**src/rtl/blkx_pkg.sv**
```systemverilog
package blkx_pkg;
  typedef enum logic [2:0] {
    ST_IDLE,
    ST_LDWB,
    ST_XFER,
    ST_LDIDLE,
    ST_STEND,
    ST_FIN
  } blkx_state_e;

  localparam logic [4:0] MODE_USR = 5'b10000;
  localparam logic [4:0] MODE_SYS = 5'b11111;
endpackage

```
**src/rtl/blkx_addr_calc.sv**
```systemverilog
module blkx_addr_calc #(
  parameter int NREG  = 16,
  parameter int AW    = 32,
  parameter int BYTES = 4,
  localparam int CW   = $clog2(NREG + 1)
) (
  input  logic [AW-1:0]   base_i,
  input  logic [NREG-1:0] list_i,
  input  logic            up_i,
  input  logic            pre_i,
  output logic [CW-1:0]   count_o,
  output logic [AW-1:0]   first_o,
  output logic [AW-1:0]   wb_o
);
  localparam logic [AW-1:0] STEP = AW'(BYTES);

  logic [AW-1:0] span;

  always_comb begin
    count_o = '0;
    for (int k = 0; k < NREG; k++) count_o = count_o + CW'(list_i[k]);
  end

  assign span = AW'(count_o) * STEP;

  always_comb begin
    unique case ({up_i, pre_i})
      2'b10:   first_o = base_i;
      2'b11:   first_o = base_i + STEP;
      2'b01:   first_o = base_i - span;
      default: first_o = base_i - span + STEP;
    endcase
  end

  assign wb_o = up_i ? base_i + span : base_i - span;
endmodule

```
**src/rtl/blkx_pick.sv**
```systemverilog
module blkx_pick #(
  parameter int NREG = 16,
  localparam int IW  = $clog2(NREG)
) (
  input  logic [NREG-1:0] vec_i,
  output logic [IW-1:0]   idx_o,
  output logic [NREG-1:0] rest_o,
  output logic            last_o
);
  // one-hot of the lowest set bit, built per position
  logic [NREG-1:0] low_oh;
  logic [NREG-1:0] below;

  assign below[0] = 1'b0;
  genvar g;
  generate
    for (g = 1; g < NREG; g++) begin : g_below
      assign below[g] = below[g-1] | vec_i[g-1];
    end
    for (g = 0; g < NREG; g++) begin : g_oh
      assign low_oh[g] = vec_i[g] & ~below[g];
    end
  endgenerate

  always_comb begin
    idx_o = '0;
    for (int k = 0; k < NREG; k++) if (low_oh[k]) idx_o = IW'(k);
  end

  assign rest_o = vec_i & ~low_oh;
  assign last_o = (rest_o == '0);
endmodule

```
**src/rtl/blkx_seq.sv**
```systemverilog
module blkx_seq
  import blkx_pkg::*;
#(
  parameter int NREG  = 16,
  parameter int AW    = 32,
  parameter int BYTES = 4,
  localparam int IW   = $clog2(NREG),
  localparam int CW   = $clog2(NREG + 1)
) (
  input  logic            clk_i,
  input  logic            rst_ni,
  input  logic            start_i,
  input  logic [AW-1:0]   base_i,
  input  logic [NREG-1:0] list_i,
  input  logic            load_i,
  input  logic            up_i,
  input  logic            pre_i,
  input  logic            wb_i,
  input  logic            special_i,
  input  logic [4:0]      mode_i,
  output logic            busy_o,
  output logic            done_o,
  output logic            mem_req_o,
  output logic            mem_we_o,
  output logic [AW-1:0]   mem_addr_o,
  output logic            mem_seq_o,
  output logic [IW-1:0]   reg_idx_o,
  output logic            user_bank_o,
  output logic            wb_en_o,
  output logic [AW-1:0]   wb_val_o,
  output logic            idle_o,
  output logic            psr_restore_o,
  output logic            fetch_nseq_o
);
  localparam logic [AW-1:0] STEP = AW'(BYTES);
  localparam int TOP = NREG - 1;

  blkx_state_e     state_q;
  logic [NREG-1:0] rem_q;
  logic [AW-1:0]   addr_q, wbv_q;
  logic            load_q, wb_q, ubank_q, rest_q, first_q;

  logic [CW-1:0]   cnt;
  logic [AW-1:0]   first_addr, wb_addr;
  logic [IW-1:0]   pick_idx;
  logic [NREG-1:0] pick_rest;
  logic            pick_last;
  logic            priv_mode;

  blkx_addr_calc #(.NREG(NREG), .AW(AW), .BYTES(BYTES)) u_addr (
    .base_i (base_i),
    .list_i (list_i),
    .up_i   (up_i),
    .pre_i  (pre_i),
    .count_o(cnt),
    .first_o(first_addr),
    .wb_o   (wb_addr)
  );

  blkx_pick #(.NREG(NREG)) u_pick (
    .vec_i (rem_q),
    .idx_o (pick_idx),
    .rest_o(pick_rest),
    .last_o(pick_last)
  );

  assign priv_mode = (mode_i != MODE_USR) && (mode_i != MODE_SYS);

  always_ff @(posedge clk_i or negedge rst_ni) begin
    if (!rst_ni) begin
      state_q <= ST_IDLE;
      rem_q   <= '0;
      addr_q  <= '0;
      wbv_q   <= '0;
      load_q  <= 1'b0;
      wb_q    <= 1'b0;
      ubank_q <= 1'b0;
      rest_q  <= 1'b0;
      first_q <= 1'b0;
    end else begin
      unique case (state_q)
        ST_IDLE: if (start_i) begin
          load_q  <= load_i;
          wb_q    <= wb_i;
          ubank_q <= special_i & (~load_i | ~list_i[TOP]);
          rest_q  <= special_i & load_i & list_i[TOP] & priv_mode;
          rem_q   <= list_i;
          addr_q  <= first_addr;
          wbv_q   <= wb_addr;
          first_q <= 1'b1;
          if (cnt == '0)          state_q <= ST_FIN;
          else if (load_i & wb_i) state_q <= ST_LDWB;
          else                    state_q <= ST_XFER;
        end
        ST_LDWB: state_q <= ST_XFER;
        ST_XFER: begin
          rem_q   <= pick_rest;
          addr_q  <= addr_q + STEP;
          first_q <= 1'b0;
          if (pick_last) state_q <= load_q ? ST_LDIDLE : ST_STEND;
        end
        ST_LDIDLE: state_q <= ST_FIN;
        ST_STEND:  state_q <= ST_FIN;
        default:   state_q <= ST_IDLE;
      endcase
    end
  end

  assign busy_o        = (state_q != ST_IDLE);
  assign done_o        = (state_q == ST_FIN);
  assign mem_req_o     = (state_q == ST_XFER);
  assign mem_we_o      = mem_req_o & ~load_q;
  assign mem_addr_o    = addr_q;
  assign mem_seq_o     = mem_req_o & ~first_q;
  assign reg_idx_o     = pick_idx;
  assign user_bank_o   = mem_req_o & ubank_q;
  assign wb_en_o       = (state_q == ST_LDWB) | ((state_q == ST_STEND) & wb_q);
  assign wb_val_o      = wbv_q;
  assign idle_o        = (state_q == ST_LDIDLE);
  assign psr_restore_o = idle_o & rest_q;
  assign fetch_nseq_o  = (state_q == ST_STEND);
endmodule

```
**config.mk**
```make
export PLATFORM = sky130hd
export DESIGN_NAME = blkx_seq
export DESIGN_NICKNAME = d
export VERILOG_FILES = /design/src/rtl/blkx_pkg.sv /design/src/rtl/blkx_addr_calc.sv /design/src/rtl/blkx_pick.sv /design/src/rtl/blkx_seq.sv
export SDC_FILE = /design/constraint.sdc
export NUM_CORES = 1
export LEC_CHECK = 0
export BUFFER_PORTS_ARGS = -buffer_cell sky130_fd_sc_hd__buf_2
export CORE_AREA = 2 2 157 159
export CTS_CLUSTER_DIAMETER = 200
export CTS_CLUSTER_SIZE = 40
export DETAILED_ROUTE_END_ITERATION = 8
export DIE_AREA = 0 0 159 161
export PLACE_DENSITY = 0.59
export SLEW_MARGIN = 5
export SYNTH_ARGS = -nofsm -noshare
export SYNTH_HDL_FRONTEND = slang
export SYNTH_SLANG_ARGS = --single-unit
export TNS_END_PERCENT = 1
```
**constraint.sdc**
```tcl
create_clock -name clk_i -period 3.5 [get_ports clk_i]
set_input_delay 0.7 -clock clk_i [delete_from_list [all_inputs] [get_ports clk_i]]
set_output_delay 0.7 -clock clk_i [all_outputs]
set_load 0.02 [all_outputs]
```
==> flow_summary.rst, run 1 <==
.. list-table::
   :header-rows: 1

   * - Metric
     - Value
   * - Cell area after layout
     - approximately 0.012 mm2
   * - Worst reg-to-reg setup slack
     - around 0.75 ns
   * - Worst slack, placed
     - -3.958 ns
   * - Post-synth EDFFs
     - 0
   * - Number of remaining DRC errors
     - 0
   * - Post-DR wirelength/cell
     - 18.02 um
   * - Die area
     - between 0.02 and 0.03 mm2
   * - First DRT Iteration DRCs
     - 680
   * - Tmin final
     - a little under 7 ns
   * - Final net count
     - between 1000 and 1500
   * - Count of port buffers added during placement
     - approximately 140
   * - Cell variety after synth
     - 80
   * - Detailed-routing iteration count for the pre-antenna-repair pass
     - 5
   * - DP HPWL
     - 23480 um
   * - Power density over the cells
     - between 800 and 900 mW/mm2
   * - Endpoint required time on the critical path
     - between 3 and 4 ns
   * - Multi-input gate area in the final layout
     - between 0.006 and 0.007 mm2
   * - Start of the worst register-to-register path
     - rem_q[0]
   * - Post-synth ARST share
     - 1.000
   * - Fmax
     - between 100 and 150 MHz
   * - Clock-pin slew reported for the worst setup and hold paths after clock tree synthesis
     - ~0.080 ns
   * - Via count of the first global-routing pass
     - between 9000 and 10000
   * - Antenna violations before repair
     - 0
   * - Static power due to leakage
     - roughly 5.1 nW
   * - Warnings, synthesis
     - 0
   * - Number of sinks handled by clock tree synthesis
     - 88
   * - Dominant register cell in the synthesized netlist
     - sky130_fd_sc_hd__dfrtp_1
   * - Routability congestion estimate from global placement
     - 0.9426
   * - CP Data Arrival Time
     - roughly 7.1 ns
   * - Max-cap viol count
     - 0
   * - H-tree lvl count
     - 3
   * - Max clock buf depth
     - 2
   * - Clock buffer count from CTS
     - 9
   * - Area inside the core boundary
     - approximately 0.024 mm2
   * - Synthesized netlist net count
     - 1202
   * - Class of the most critical hold timing path
     - primary input to asynchronous set/reset pin
   * - Transition time of the tightest slew-check pin
     - 0.6602 ns
   * - Die Span Y
     - approximately 160 um
   * - Clk root buf
     - sky130_fd_sc_hd__clkbuf_16
   * - Post-placement cell count
     - about 1700
   * - Endpoint of the worst-slack reg-to-reg timing path
     - state_q[1]
   * - Area taken by flip-flops and latches
     - 0.002202 mm2
   * - Vias/cell
     - roughly 5.6
   * - Post-route ant nets
     - 0
   * - Max FO, Critical Path
     - 3
   * - Fillcell total
     - around 2500
   * - Setup violation total in the final timing report
     - 63
   * - Seq/Total Area, Yosys
     - 0.2659
   * - Initial standard-cell utilization of the core
     - 0.3457
   * - Final std cells w/o fill
     - roughly 1700
   * - Worst reg-to-reg path cell count
     - 9
   * - Crit path capture type
     - flip-flop
   * - Number of instances in the synthesized netlist
     - 1108
   * - Count of pins on the block boundary
     - roughly 140
   * - Design Power
     - approximately 9.6 mW
   * - Sum of negative setup slack
     - -150.43 ns
   * - Final Hold Vio Count
     - 0
   * - Worst-case setup margin in the final layout
     - -3.388 ns
   * - Site row count
     - 57
   * - Diodes inserted
     - 0
   * - Status
     - finished with violations
   * - Global-route usage over all layers
     - 0.2394
   * - Post-synthesis register bit count
     - 88
   * - Growth of design area from synthesis to finish
     - 40.50%
   * - Overflow after GRT
     - 0
   * - Part of the cycle the worst path needs
     - 1.968
   * - Source-to-sink clock delay at the later pin of the worst-skew pair
     - ~0.37 ns
   * - Clock tree from TritonCTS
     - done
   * - Worst slew margin relative to its limit
     - 0.5594
   * - Fin Clk Skew
     - between 0.01 and 0.015 ns
   * - Violated checks
     - setup timing
   * - Critical path launch point type
     - primary input
   * - Via total after detailed routing
     - roughly 9600
   * - Wire length of the first global-routing pass
     - 49690 um
   * - Final wirelength
     - around 31000 um
   * - Total count of max-transition violations in the final report
     - 0
   * - Largest voltage drop on the vdd net
     - 356.1 uV
   * - Die span in x
     - around 160 um
   * - Share of final-layout standard cells stronger than drive strength 1
     - 0.3452
   * - Count of hold-fix buffers inserted at cts
     - 0
   * - Setup repair after global routing missed its margin
     - yes
   * - Placed cell areas
     - 0.01078 mm2
   * - Area of the mapped netlist
     - around 0.0083 mm2
   * - Avg Synthesized Cell Area
     - approximately 7.5 um2
   * - Startpoint-to-endpoint class of the critical path
     - primary input to flip-flop
   * - Maximum number of pins on one net before global-route repair
     - between 80 and 90
## repair_timing
action                                  4_1_cts  5_1_grt
endpoints found under the setup margin       64       64
pin swaps                                    24       15
gates resized for setup                      78       34
setup buffers                                 1        1
## cells by family after synthesis
logic type / share of synthesized area
and+or+nand+nor: 0.2711
AOI/OAI and AO/OA: 0.2447
buffers and inverters: 0.06405
DFF: 0.2659
xor gates and xnor gates: 0.08142
adders and majority gates: 0.06435
muxes: 0.008460
## layer usage
metal / up-vias / share of wire / GRT usage
met5: - / 0 / 0
met4: 0 / 0.023 / 0.06777
met3: 52 / 0.051 / 0.02851
met2: 290 / 0.50 / 0.4265
met1: 4658 / 0.43 / 0.3065
li1: 4598 / - / -
## stage by stage
step,util,hold WS [ns]
floorplan,-,0.4044
global placement,0.4497,0.4570
detailed placement,0.4497,0.4636
CTS,0.4793,0.3938
global route,0.4856,0.3954
finish,0.4856,0.3499
## cell type report
cell class	count	share of cell area
flip-flops and latches	88	0.1892
multi-input cells	885	0.5212
inverters	49	0.01580
well taps	324	0.03484
clock inverters	7	0.009676
repair buffers	364	0.2099
clock buffers	9	0.01935
## sequential cells by signal, indices dropped and copies added (netlist names)
signal	flops
rest_q	1
rem_q	16
wb_val_o	32
state_q	3
ubank_q	1
first_q	1
wb_q	1
mem_addr_o	32
load_q	1
## critical path: stages
cell	delay, ns
sky130_fd_sc_hd__buf_6	0.10
sky130_fd_sc_hd__ha_4	0.24
sky130_fd_sc_hd__inv_1	0.04
sky130_fd_sc_hd__fa_1	0.49
sky130_fd_sc_hd__inv_2	0.04
sky130_fd_sc_hd__fa_1	0.47
sky130_fd_sc_hd__fa_1	0.51
sky130_fd_sc_hd__inv_1	0.05
sky130_fd_sc_hd__fa_1	0.45
sky130_fd_sc_hd__fa_2	0.37
sky130_fd_sc_hd__fa_2	0.37
sky130_fd_sc_hd__nor2b_1	0.12
sky130_fd_sc_hd__o21ai_1	0.09
sky130_fd_sc_hd__ha_2	0.23
sky130_fd_sc_hd__or4_4	0.43
sky130_fd_sc_hd__or4_4	0.50
sky130_fd_sc_hd__buf_4	0.15
sky130_fd_sc_hd__nor4_2	0.28
sky130_fd_sc_hd__xnor2_1	0.16
sky130_fd_sc_hd__a21oi_1	0.13
sky130_fd_sc_hd__or4b_4	0.47
sky130_fd_sc_hd__or4_1	0.50
sky130_fd_sc_hd__a21boi_2	0.16
sky130_fd_sc_hd__o31ai_1	0.08
## cell usage in the layout, fill, tap and decap left out, types with 9 or more instances in the layout
master	count
sky130_fd_sc_hd__and3_1	14
sky130_fd_sc_hd__a21o_1	20
sky130_fd_sc_hd__buf_2	135
sky130_fd_sc_hd__or4_1	10
sky130_fd_sc_hd__nor3_1	32
sky130_fd_sc_hd__nand4_1	15
sky130_fd_sc_hd__xnor2_1	47
sky130_fd_sc_hd__dfrtp_1	88
sky130_fd_sc_hd__ha_1	16
sky130_fd_sc_hd__a21oi_1	70
sky130_fd_sc_hd__buf_4	221
sky130_fd_sc_hd__o22ai_1	17
sky130_fd_sc_hd__o21ai_0	73
sky130_fd_sc_hd__or2_2	9
sky130_fd_sc_hd__o31ai_1	10
sky130_fd_sc_hd__or3_1	17
sky130_fd_sc_hd__nor4_1	21
sky130_fd_sc_hd__nand3_1	39
sky130_fd_sc_hd__inv_1	46
sky130_fd_sc_hd__xor2_1	28
sky130_fd_sc_hd__a31oi_1	13
sky130_fd_sc_hd__nand2_1	121
sky130_fd_sc_hd__nor3_2	10
sky130_fd_sc_hd__o21ai_1	12
sky130_fd_sc_hd__nor2_1	84
sky130_fd_sc_hd__clkbuf_16	9
## synthesized netlist by cell type, types with 6 or more instances
cell | instances | area, um2
sky130_fd_sc_hd__nor2_1 | 88 | 330.3
sky130_fd_sc_hd__fa_1 | 12 | 240.2
sky130_fd_sc_hd__buf_1 | 7 | 26.28
sky130_fd_sc_hd__o22ai_1 | 18 | 112.6
sky130_fd_sc_hd__buf_2 | 6 | 30.03
sky130_fd_sc_hd__clkbuf_1 | 70 | 262.8
sky130_fd_sc_hd__and3_1 | 14 | 87.58
sky130_fd_sc_hd__nor2b_1 | 8 | 50.05
sky130_fd_sc_hd__o21ai_0 | 86 | 430.4
sky130_fd_sc_hd__or4_1 | 14 | 105.1
sky130_fd_sc_hd__a221oi_1 | 6 | 52.55
sky130_fd_sc_hd__inv_1 | 49 | 183.9
sky130_fd_sc_hd__ha_1 | 21 | 262.8
sky130_fd_sc_hd__and2_1 | 6 | 37.54
sky130_fd_sc_hd__nand2b_1 | 8 | 50.05
sky130_fd_sc_hd__nand3_1 | 43 | 215.2
sky130_fd_sc_hd__a31oi_1 | 17 | 106.4
sky130_fd_sc_hd__o32ai_1 | 6 | 52.55
sky130_fd_sc_hd__a211oi_1 | 9 | 67.56
sky130_fd_sc_hd__xor2_1 | 30 | 262.8
sky130_fd_sc_hd__o31ai_1 | 12 | 90.09
sky130_fd_sc_hd__a21o_1 | 21 | 157.7
sky130_fd_sc_hd__or3_1 | 24 | 150.1
sky130_fd_sc_hd__or2_2 | 9 | 56.30
sky130_fd_sc_hd__nor4_1 | 26 | 162.7
sky130_fd_sc_hd__nand2_1 | 123 | 461.7
sky130_fd_sc_hd__nor3_1 | 43 | 215.2
sky130_fd_sc_hd__a21oi_1 | 77 | 385.4
sky130_fd_sc_hd__xnor2_1 | 47 | 411.6
sky130_fd_sc_hd__dfrtp_1 | 88 | 2202
sky130_fd_sc_hd__nand4_1 | 15 | 93.84
sky130_fd_sc_hd__mux2i_1 | 7 | 70.07
## where the power goes
group | switching (mW) | total (mW) | leakage [nW] | internal, mW
clock | 0.506 | 1.15 | 0.161 | 0.644
combinational | 3.65 | 6.46 | 3.88 | 2.80
sequential | 0.497 | 1.98 | 1.08 | 1.49
## how the worst max path moves through the flow
stage | startpoint | to | slack [ns] | depth (start not counted)
floorplan | list_i[0] | mem_addr_o[31] | -3.70 | 23
global placement | list_i[0] | mem_addr_o[31] | -3.90 | 22
detailed placement | list_i[1] | mem_addr_o[31] | -3.96 | 23
CTS | list_i[1] | mem_addr_o[31] | -3.43 | 23
global route | list_i[1] | mem_addr_o[30] | -3.58 | 23
finish | list_i[1] | mem_addr_o[31] | -3.39 | 24
Note: power is estimated with default switching activity, not from simulation.
==> inputs of run 2 (changes only) <==
BUFFER_PORTS_ARGS = default   (was -buffer_cell sky130_fd_sc_hd__buf_2)
DONT_BUFFER_PORTS = 1   (was default)
PLACE_DENSITY = 0.54   (was 0.59)
==> flow_summary.rst, run 2 (same netlist as run 1, synthesis figures left out) <==
.. list-table::
   :header-rows: 1

   * - Metric
     - Value
   * - Cell area after layout
     - ~0.011 mm2
   * - Most frequent cells in the layout
     - sky130_fd_sc_hd__buf_4 (169), sky130_fd_sc_hd__nand2_1 (118), sky130_fd_sc_hd__dfrtp_1 (88)
   * - CP dominant cell by count
     - sky130_fd_sc_hd__fa_1
   * - Critical path launch point type
     - primary input
   * - Fin Clk Skew
     - slightly below 0.02 ns
   * - Overflow after GRT
     - 0
   * - Max FO, Critical Path
     - 4
   * - Power density over the cells
     - 857.1 mW/mm2
   * - Largest voltage drop on the vdd net
     - 424.7 uV
   * - Clock tree from TritonCTS
     - done
   * - Util after Layout
     - 0.4418
   * - Met1 Routed Length
     - approximately 13000 um
   * - Area taken by flip-flops and latches
     - ~0.0022 mm2
   * - Final net count
     - 1303
   * - Worst-case setup margin in the final layout
     - -3.253 ns
   * - Via total after detailed routing
     - ~8700
   * - Part of the cycle the worst path needs
     - 1.929
   * - Maximum number of pins on one net before global-route repair
     - between 80 and 90
   * - Total count of max-transition violations in the final report
     - 0
   * - Class of the most critical hold timing path
     - primary input to asynchronous set/reset pin
   * - Wire length on met3
     - 1731 um
   * - Static power due to leakage
     - approximately 4.3 nW
   * - Site row count
     - 57
   * - Endpoint required time on the critical path
     - between 3 and 4 ns
   * - Setup repair after global routing missed its margin
     - yes
   * - Fmax
     - between 100 and 150 MHz
   * - Wire length of the first global-routing pass
     - 47710 um
   * - DP HPWL
     - 22360 um
   * - Initial standard-cell utilization of the core
     - 0.3457
   * - Source-to-sink clock delay at the later pin of the worst-skew pair
     - around 0.37 ns
   * - Detailed-routing iteration count for the pre-antenna-repair pass
     - 7
   * - Via count of the first global-routing pass
     - around 8600
   * - Violated checks
     - setup timing
   * - Share of final-layout standard cells stronger than drive strength 1
     - 0.2586
   * - Crit path capture type
     - flip-flop
   * - Area inside the core boundary
     - 0.02396 mm2
   * - Die span in x
     - between 150 and 200 um
   * - CP Data Arrival Time
     - approximately 7 ns
   * - Count of port buffers added during placement
     - 0
   * - Post-route ant nets
     - 0
   * - Count of hold-fix buffers inserted at cts
     - 0
   * - Placed cell areas
     - approximately 0.0097 mm2
   * - Max-cap viol count
     - 0
   * - Post-DR wirelength/cell
     - around 19 um
   * - Vias/cell
     - 5.679
   * - Global-route usage over all layers
     - 0.2313
   * - H-tree lvl count
     - 3
   * - Max clock buf depth
     - 2
   * - First DRT Iteration DRCs
     - ~640
   * - Antenna violations before repair
     - 0
   * - Number of sinks handled by clock tree synthesis
     - roughly 90
   * - Tmin final
     - 6.753 ns
   * - Total length of routed met2 wires
     - roughly 15000 um
   * - Status
     - finished with violations
   * - Multi-input gate area in the final layout
     - between 0.006 and 0.007 mm2
   * - Worst slew margin relative to its limit
     - 0.2950
   * - Most common library cell in the layout ignoring fill and taps
     - sky130_fd_sc_hd__buf_4
   * - Count of pins on the block boundary
     - around 140
   * - Fillcell total
     - roughly 2500
   * - Clk root buf
     - sky130_fd_sc_hd__clkbuf_16
   * - Startpoint-to-endpoint class of the critical path
     - primary input to flip-flop
   * - Transition time of the tightest slew-check pin
     - around 1.1 ns
   * - Final wirelength
     - between 20000 and 30000 um
   * - Hold WS
     - 0.01883 ns
   * - Clock-pin slew reported for the worst setup and hold paths after clock tree synthesis
     - about 0.090 ns
   * - Clock buffer count from CTS
     - 9
   * - Critical-path top delay cell
     - sky130_fd_sc_hd__or4b_4
   * - Topmost layer with routed signal wires
     - met4
   * - Diodes inserted
     - 0
   * - Die area
     - about 0.026 mm2
   * - Routability congestion estimate from global placement
     - ~0.93
   * - Growth of design area from synthesis to finish
     - 27.83%
   * - Setup violation total in the final timing report
     - 63
   * - Slowest Stage Delay on Critical Path
     - between 0.5 and 0.6 ns
   * - Die Span Y
     - roughly 160 um
   * - Number of remaining DRC errors
     - 0
   * - Critical path, cell by cell
     - ha_4, inv_2, fa_1, inv_1, fa_1, fa_1, inv_2, fa_1, fa_2, fa_2, nor2b_2, o21ai_2, ha_2, or4_4, or4_4, or3_4, nor3_4, o211ai_2, or4b_4, or4_1, a21boi_1, o31ai_1
   * - Final Hold Vio Count
     - 0
run 2: per-layer routing:
metal,GRT usage,vias to the layer above
met5,0,-
met4,0.07107,0
met3,0.04366,45
met2,0.4008,241
met1,0.2930,4240
li1,-,4208
run 2: repair_timing:
| item | CTS | global route |
|---|---|---|
| pin swaps | 18 | 12 |
| setup buffers | 1 | 0 |
| resized for setup | 86 | 43 |
| endpoints found under the setup margin | 63 | 65 |
run 2: worst paths after layout:
kind	start	to	slack [ns]	cells after the start
hold / removal	rst_ni	wb_val_o[19]	0.02	0
setup / recovery	list_i[1]	mem_addr_o[31]	-3.25	22
min in group clk_i	list_i[13]	rem_q[13]	0.44	2
max in group asynchronous	rst_ni	wb_q	3.31	0
setup reg to reg	mem_addr_o[2]	mem_addr_o[30]	0.64	10
hold reg to reg	first_q	first_q	0.48	2
run 2: power by group:
part / switching [mW] / total, mW / internal [mW]
combinational: 3.00 / 5.58 / 2.57
clock: 0.525 / 1.03 / 0.502
sequential: 0.989 / 2.47 / 1.48
total: 4.52 / 9.07 / 4.56
run 2: worst max-delay path: cells and delay by family:
kind,cells,cell delay [ns]
adders and majority gates,8,3.13
AOI/OAI and AO/OA,4,0.43
and+or+nand+nor,7,2.62
buffers and inverters,3,0.12
run 2: area by class of cell:
type / count / area share
multi-input combinational: 885 / 0.5808
sequential: 88 / 0.2080
timing repair buffer: 176 / 0.1276
tap: 324 / 0.03829
clock buffer: 9 / 0.02127
inverter: 49 / 0.01737
clock inverter: 7 / 0.006618
run 2: metrics by stage:
step	power [mW]	cells	TNS (ns)	worst slack (ns)
finish	9.075	1538	-142.02	-3.253
global route	9.822	1538	-155.23	-3.508
CTS	8.858	1538	-143.17	-3.282
detailed placement	7.400	1521	-176.50	-3.845
global placement	7.339	1521	-174.79	-3.794
floorplan	5.553	1108	-152.42	-3.704
